==> src/rtl/rast_pkg.sv <==
`timescale 1ns/1ps
package rast_pkg;
   localparam logic [2:0] OP_CLEAR = 3'b000;
   localparam logic [2:0] OP_POINT = 3'b001;
   localparam logic [2:0] OP_LINE  = 3'b010;
   localparam logic [2:0] OP_BOX   = 3'b011;

   typedef enum logic {
      WALK_SCAN = 1'b0,
      WALK_LINE = 1'b1
   } walk_kind_t;
endpackage

==> src/rtl/rast_addr_gen.sv <==
`timescale 1ns/1ps
module rast_addr_gen #(
   parameter int FB_W = 214,
   parameter int FB_H = 160,
   parameter int CW   = 8,
   parameter int AW   = 16
) (
   input  logic [CW-1:0] x,
   input  logic [CW-1:0] y,
   output logic [AW-1:0] addr,
   output logic          on_screen
);
   localparam bit W_POW2 = (FB_W & (FB_W - 1)) == 0;

   assign on_screen = (int'(x) < FB_W) && (int'(y) < FB_H);

   generate
      if (W_POW2) begin : g_shift
         localparam int XB = $clog2(FB_W);
         assign addr = AW'({y, x[XB-1:0]});
      end else begin : g_mult
         assign addr = AW'(y) * AW'(FB_W) + AW'(x);
      end
   endgenerate
endmodule

==> src/rtl/rast_scan_walker.sv <==
`timescale 1ns/1ps
module rast_scan_walker #(
   parameter int CW = 8
) (
   input  logic          clk,
   input  logic          rst_n,
   input  logic          load,
   input  logic          step,
   input  logic [CW-1:0] x_lo,
   input  logic [CW-1:0] x_hi,
   input  logic [CW-1:0] y_lo,
   input  logic [CW-1:0] y_hi,
   output logic [CW-1:0] cur_x,
   output logic [CW-1:0] cur_y,
   output logic          at_end
);
   logic [CW-1:0] xlo_q, xhi_q, yhi_q;

   assign at_end = (cur_x == xhi_q) && (cur_y == yhi_q);

   always_ff @(posedge clk or negedge rst_n) begin
      if (!rst_n) begin
         cur_x <= '0;
         cur_y <= '0;
         xlo_q <= '0;
         xhi_q <= '0;
         yhi_q <= '0;
      end else if (load) begin
         cur_x <= x_lo;
         cur_y <= y_lo;
         xlo_q <= x_lo;
         xhi_q <= x_hi;
         yhi_q <= y_hi;
      end else if (step) begin
         if (cur_x == xhi_q) begin
            cur_x <= xlo_q;
            cur_y <= cur_y + CW'(1);
         end else begin
            cur_x <= cur_x + CW'(1);
         end
      end
   end
endmodule

==> src/rtl/rast_line_walker.sv <==
`timescale 1ns/1ps
module rast_line_walker #(
   parameter int CW = 8
) (
   input  logic          clk,
   input  logic          rst_n,
   input  logic          load,
   input  logic          step,
   input  logic [CW-1:0] x_a,
   input  logic [CW-1:0] y_a,
   input  logic [CW-1:0] x_b,
   input  logic [CW-1:0] y_b,
   output logic [CW-1:0] cur_x,
   output logic [CW-1:0] cur_y,
   output logic          at_end
);
   localparam int EW = CW + 4;

   logic signed [EW-1:0] ddx, ddy, adx, ady;
   logic signed [EW-1:0] span_x_q, span_y_q, err_q;
   logic signed [EW-1:0] e2, nerr;
   logic [CW-1:0]        xb_q, yb_q, nx, ny;
   logic                 xneg_q, yneg_q;

   always_comb begin
      ddx = EW'(x_b) - EW'(x_a);
      ddy = EW'(y_b) - EW'(y_a);
      adx = ddx[EW-1] ? -ddx : ddx;
      ady = ddy[EW-1] ? -ddy : ddy;
   end

   always_comb begin
      e2   = err_q <<< 1;
      nerr = err_q;
      nx   = cur_x;
      ny   = cur_y;
      if (e2 >= span_y_q) begin
         nerr = nerr + span_y_q;
         nx   = xneg_q ? cur_x - CW'(1) : cur_x + CW'(1);
      end
      if (e2 <= span_x_q) begin
         nerr = nerr + span_x_q;
         ny   = yneg_q ? cur_y - CW'(1) : cur_y + CW'(1);
      end
   end

   assign at_end = (cur_x == xb_q) && (cur_y == yb_q);

   always_ff @(posedge clk or negedge rst_n) begin
      if (!rst_n) begin
         cur_x    <= '0;
         cur_y    <= '0;
         xb_q     <= '0;
         yb_q     <= '0;
         span_x_q <= '0;
         span_y_q <= '0;
         err_q    <= '0;
         xneg_q   <= 1'b0;
         yneg_q   <= 1'b0;
      end else if (load) begin
         cur_x    <= x_a;
         cur_y    <= y_a;
         xb_q     <= x_b;
         yb_q     <= y_b;
         span_x_q <= adx;
         span_y_q <= -ady;
         err_q    <= adx - ady;
         xneg_q   <= ddx[EW-1];
         yneg_q   <= ddy[EW-1];
      end else if (step) begin
         cur_x <= nx;
         cur_y <= ny;
         err_q <= nerr;
      end
   end
endmodule

==> src/rtl/rast_engine.sv <==
`timescale 1ns/1ps
module rast_engine #(
   parameter int FB_W = 214,
   parameter int FB_H = 160,
   parameter int CW   = 8,
   parameter int COLW = 3,
   parameter int IMMW = 8,
   parameter int AW   = $clog2(FB_W * FB_H)
) (
   input  logic            clk,
   input  logic            rst_n,
   input  logic            cmd_valid,
   input  logic [2:0]      cmd_op,
   input  logic [CW-1:0]   cmd_x0,
   input  logic [CW-1:0]   cmd_y0,
   input  logic [CW-1:0]   cmd_x1,
   input  logic [CW-1:0]   cmd_y1,
   input  logic [IMMW-1:0] cmd_imm,
   output logic            busy,
   output logic            pix_we,
   output logic [AW-1:0]   pix_addr,
   output logic [COLW-1:0] pix_color
);
   import rast_pkg::*;

   generate
      if (FB_W < 2 || FB_W > (1 << CW)) begin : g_bad_width
         $error("rast_engine: FB_W must lie in 2..2**CW");
      end
      if (FB_H < 1 || FB_H > (1 << CW)) begin : g_bad_height
         $error("rast_engine: FB_H must lie in 1..2**CW");
      end
      if (COLW > IMMW) begin : g_bad_color
         $error("rast_engine: colour field wider than immediate");
      end
      if ((1 << AW) < FB_W * FB_H) begin : g_bad_addr
         $error("rast_engine: AW too narrow for the framebuffer");
      end
   endgenerate

   localparam logic [CW-1:0] X_LAST = CW'(FB_W - 1);
   localparam logic [CW-1:0] Y_LAST = CW'(FB_H - 1);

   logic            busy_q;
   walk_kind_t      kind_q;
   logic [COLW-1:0] color_q;
   logic            accept, scan_load, line_load, walk_step, walk_end;
   logic [CW-1:0]   sx_lo, sx_hi, sy_lo, sy_hi;
   logic [CW-1:0]   scan_x, scan_y, line_x, line_y, px, py;
   logic            scan_end, line_end, on_screen;
   logic            unused_imm_hi;

   assign unused_imm_hi = ^cmd_imm;

   // capture only the four defined primitives, and only when idle
   assign accept    = cmd_valid && !busy_q && !cmd_op[2];
   assign line_load = accept && (cmd_op == OP_LINE);
   assign scan_load = accept && (cmd_op != OP_LINE);

   always_comb begin
      sx_lo = cmd_x0;
      sx_hi = cmd_x0;
      sy_lo = cmd_y0;
      sy_hi = cmd_y0;
      case (cmd_op)
         OP_CLEAR: begin
            sx_lo = '0;
            sx_hi = X_LAST;
            sy_lo = '0;
            sy_hi = Y_LAST;
         end
         OP_BOX: begin
            sx_lo = (cmd_x0 < cmd_x1) ? cmd_x0 : cmd_x1;
            sx_hi = (cmd_x0 < cmd_x1) ? cmd_x1 : cmd_x0;
            sy_lo = (cmd_y0 < cmd_y1) ? cmd_y0 : cmd_y1;
            sy_hi = (cmd_y0 < cmd_y1) ? cmd_y1 : cmd_y0;
         end
         default: ;
      endcase
   end

   rast_scan_walker #(.CW(CW)) u_scan (
      .clk    (clk),
      .rst_n  (rst_n),
      .load   (scan_load),
      .step   (walk_step && kind_q == WALK_SCAN),
      .x_lo   (sx_lo),
      .x_hi   (sx_hi),
      .y_lo   (sy_lo),
      .y_hi   (sy_hi),
      .cur_x  (scan_x),
      .cur_y  (scan_y),
      .at_end (scan_end)
   );

   rast_line_walker #(.CW(CW)) u_line (
      .clk    (clk),
      .rst_n  (rst_n),
      .load   (line_load),
      .step   (walk_step && kind_q == WALK_LINE),
      .x_a    (cmd_x0),
      .y_a    (cmd_y0),
      .x_b    (cmd_x1),
      .y_b    (cmd_y1),
      .cur_x  (line_x),
      .cur_y  (line_y),
      .at_end (line_end)
   );

   assign px        = (kind_q == WALK_LINE) ? line_x : scan_x;
   assign py        = (kind_q == WALK_LINE) ? line_y : scan_y;
   assign walk_end  = (kind_q == WALK_LINE) ? line_end : scan_end;
   assign walk_step = busy_q && !walk_end;

   rast_addr_gen #(.FB_W(FB_W), .FB_H(FB_H), .CW(CW), .AW(AW)) u_addr (
      .x         (px),
      .y         (py),
      .addr      (pix_addr),
      .on_screen (on_screen)
   );

   always_ff @(posedge clk or negedge rst_n) begin
      if (!rst_n) begin
         busy_q  <= 1'b0;
         kind_q  <= WALK_SCAN;
         color_q <= '0;
      end else if (accept) begin
         busy_q  <= 1'b1;
         kind_q  <= (cmd_op == OP_LINE) ? WALK_LINE : WALK_SCAN;
         color_q <= cmd_imm[COLW-1:0];
      end else if (busy_q && walk_end) begin
         busy_q  <= 1'b0;
      end
   end

   assign busy      = busy_q;
   assign pix_we    = busy_q && on_screen;
   assign pix_color = color_q;
endmodule

==> config.mk <==
export PLATFORM = sky130hd
export DESIGN_NAME = rast_engine
export DESIGN_NICKNAME = d
export VERILOG_FILES = /design/src/rtl/rast_pkg.sv /design/src/rtl/rast_addr_gen.sv /design/src/rtl/rast_scan_walker.sv /design/src/rtl/rast_line_walker.sv /design/src/rtl/rast_engine.sv
export SDC_FILE = /design/constraint.sdc
export NUM_CORES = 1
export LEC_CHECK = 0
export BUFFER_PORTS_ARGS = -buffer_cell sky130_fd_sc_hd__buf_2
export CELL_PAD_IN_SITES_DETAIL_PLACEMENT = 1
export CELL_PAD_IN_SITES_GLOBAL_PLACEMENT = 2
export CORE_MARGIN = 4
export CORE_UTILIZATION = 35
export CTS_CLUSTER_DIAMETER = 150
export DETAILED_ROUTE_END_ITERATION = 16
export GPL_ROUTABILITY_DRIVEN = 0
export HOLD_SLACK_MARGIN = 0.02
export PLACE_DENSITY_LB_ADDON = 0.1
export SETUP_SLACK_MARGIN = 0.15
export SLEW_MARGIN = 20
export SYNTH_ARGS = -nofsm -noshare
export SYNTH_HDL_FRONTEND = slang
export SYNTH_SLANG_ARGS = --single-unit
==> constraint.sdc <==
create_clock -name clk -period 6.8 [get_ports clk]
set_input_delay 1.36 -clock clk [delete_from_list [all_inputs] [get_ports clk]]
set_output_delay 1.36 -clock clk [all_outputs]
set_load 0.03 [all_outputs]
==> impl_metrics.yaml <==
run_status:
  status: "completed"
grt:
  grt-ovfl-total: 0
  gr-usage-met2_pct: 31.52
  top_usage_layer: "met2"
  use_met3_pct: 3.064
  grt_pass1_vias: 9784
  antenna_found_initial: 0
  grt_usage_pct: 20.01
  use_met1_pct: 29.38
  grt_pass1_wl_mm: 54.10
  grt_max_degree: 68
logic_synthesis:
  synthSimpleGateAreaFrac_pct: 17.03
  synth-adder-area-share_pct: 18.97
  yosys_warnings: 0
  synthMuxAreaShare_pct: 3.672
  synth_xor_area_share_pct: 10.15
  synth_nets: 1471
  synth.cell_area_um2: 10940
  synth_compound_area_share_pct: 19.49
  synth_edf_count: 0
  synth_cells: 1270
  synth_area_per_cell_um2: 8.613
  synthFlopType: "dfrtp_1"
  synth_cell_types: 85
  synth_async_sr_flop_share_pct: 100.0
  ys_ff_latch: 114
  seq_area_frac_synth_pct: 26.08
  synth_top_family_by_area: "compound AO/OA/AOI/OAI gates"
critical_path:
  r2r_cells: 18
  arrival_ns: 5.13
  crit_top_cell: "ha_1"
  r2r_start: "u_line.err_q[1]$_DFFE_PN0P_"
  rr_endpoint: "u_line.err_q[10]$_DFFE_PN0P_"
  critPathLaunch: "kind_q$_DFFE_PN0P_"
  path_cells: "buf_6 > mux2_4 > ha_1 > ha_1 > ha_1 > fa_1 > ha_2 > o21ai_0 > o21bai_2 > xor2_1 > ha_1 > o21a_1 > o211ai_1 > nand4bb_4 > nor3b_4 > xnor2_2 > buf_6"
  cp.required_ns: 5.44
  crit_fanout: 8
  cpPeakStageDelay_ns: 0.50
  worst_path_max_delay_cell: "dfrtp_2"
  cp_num_cells: 17
  critPathKind: "reg2out"
  start_kind: "flop"
  crit_end: "pix_addr[15]"
  r2r_slack_ns: 1.57
  path_buf_inv: 2
  critical_path.top_delay_family: "adder cells"
  worstSetupEndpointType: "primary output"
run:
  maxCapViolations: 0
die:
  core-area_um2: 30750
  io_pins: 67
  start_util_pct: 35.57
  num_rows: 64
  fp.dieArea_um2: 34140
  die_y_um: 184.8
  die_x_um: 184.8
timing:
  fin_skew_ns: 0.01847
  tightest_slew_ns: 0.9185
  slew_viol_final: 0
  period_minus_slack_ns: 6.487
  hold_viol: 0
  setup_viol: 0
  hold_ws_ns: 0.4852
  maxSlewHeadroom_pct: 38.77
  finalSetupTns_ns: 0
  finalCritPeriodShare_pct: 95.40
  grt_setup_unrepaired: "false"
  max_freq_mhz: 154.1
layout:
  drive_above_1_share_pct: 14.60
  nNetsFinal: 1537
  multiInputGateArea_um2: 7835
  fillers: 3676
  syn2layout_area_growth_pct: 15.08
  final_common_cell: "ha_1"
  reg_top3: "u_line.span_x_q x12, u_line.span_y_q x12, u_line.err_q x11"
  layout_common_cells: "131 x ha_1, 122 x nand2_1, 119 x nor2_1, 113 x dfrtp_1, 89 x inv_1"
  fin_cells: 1745
  n_antenna_cell: 0
  register_area_um2: 2854
drt:
  drc_errors: 0
  ant_nets: 0
  drt_iter0_markers: 369
  viasPerCell: 5.423
  vias: 9463
  first_pass_iters: 4
  drt-total-wl_mm: 33.67
  wl_per_cell_um: 19.30
clock_network:
  clk_latency_ns: 0.43
  clk_path_buf_depth: 2
  cts_tree: "built"
  htreeDepth: 4
  cts.clk_slew.worst_paths_ns: 0.07
  cts-root-buf: "clkbuf_16"
  numCtsBuffers: 17
  holdBufCountCts: 0
  numClockSinks: 114
placed_design:
  dpl.cell_count: 1698
  port_buffers: 61
  dp_hpwl_mm: 26.65
hold_path:
  hold_class: "reg2reg"
==> how the worst min path moves through the flow <==
stage	start	endpoint	slack, ns	cells past startpoint
after detailed placement	u_scan.xlo_q[1]$_DFFE_PN0P_	u_scan.xlo_q[1]$_DFFE_PN0P_	0.48	1
after global routing	u_scan.xlo_q[1]$_DFFE_PN0P_	u_scan.xlo_q[1]$_DFFE_PN0P_	0.50	1
after global placement	u_scan.xlo_q[1]$_DFFE_PN0P_	u_scan.xlo_q[1]$_DFFE_PN0P_	0.47	1
after floorplan	u_scan.xlo_q[1]$_DFFE_PN0P_	u_scan.xlo_q[1]$_DFFE_PN0P_	0.45	1
after CTS	u_scan.xlo_q[1]$_DFFE_PN0P_	u_scan.xlo_q[1]$_DFFE_PN0P_	0.49	1
final	u_scan.xlo_q[1]$_DFFE_PN0P_	u_scan.xlo_q[1]$_DFFE_PN0P_	0.49	1
==> synthesized netlist by cell type, types with 18 or more instances <==
cell,number,area share (%)
nand3_1,24,1.1
a221oi_1,27,2.2
dfrtp_1,114,26
inv_1,91,3.1
xor2_1,69,5.5
o21ai_0,55,2.5
nor2_1,121,4.2
nor3_1,19,0.87
nor2b_1,21,1.2
clkbuf_1,32,1.1
fa_1,18,3.3
a21o_1,19,1.3
a21oi_1,81,3.7
mux2_2,23,2.4
ha_1,137,16
nand2_1,122,4.2
o21ai_1,21,0.96
xnor2_1,54,4.3
==> routing by layer <==
layer	vias up	share of wire (%)	wire, um
met5	-	0	0
met4	0	0.71	238
met3	15	2.9	960
met2	124	45	15150
met1	4672	51	17320
li1	4652	-	-
==> what timing repair did <==
item                       in CTS  in global routing
gates resized for setup         9                 33
buffers inserted                3                 12
pin swaps                       3                 11
setup endpoints to repair       3                  4
==> cells by family after synthesis <==
logic type | Yosys count
AOI/OAI and AO/OA | 321
xor gates and xnor gates | 125
adders and majority gates | 155
buffers and inverters | 130
DFF | 114
muxes | 37
other | 2
and+or+nand+nor | 386
==> stage by stage <==
step	area, um^2	setup slack (ns)	utilization (%)
5_1_grt	12590	0.08699	40.93
4_1_cts	12300	0.1717	39.99
3_5_place_dp	11690	0.2430	38.02
3_3_place_gp	11690	0.3042	38.02
2_1_floorplan	10950	0.07387	-
6_report	12590	0.3126	40.93
==> final cells by class <==
cell class                 instances  area share, %
multi-input combinational       1026          62.25
sequential                       114          22.67
timing repair buffer              86          4.076
tap                              396          3.936
clock buffer                      17          3.380
inverter                          91          2.714
clock inverter                    15         0.9742
Power is not shown: default switching activity piles up to over one toggle a cycle in this logic, so the estimate is an artifact.
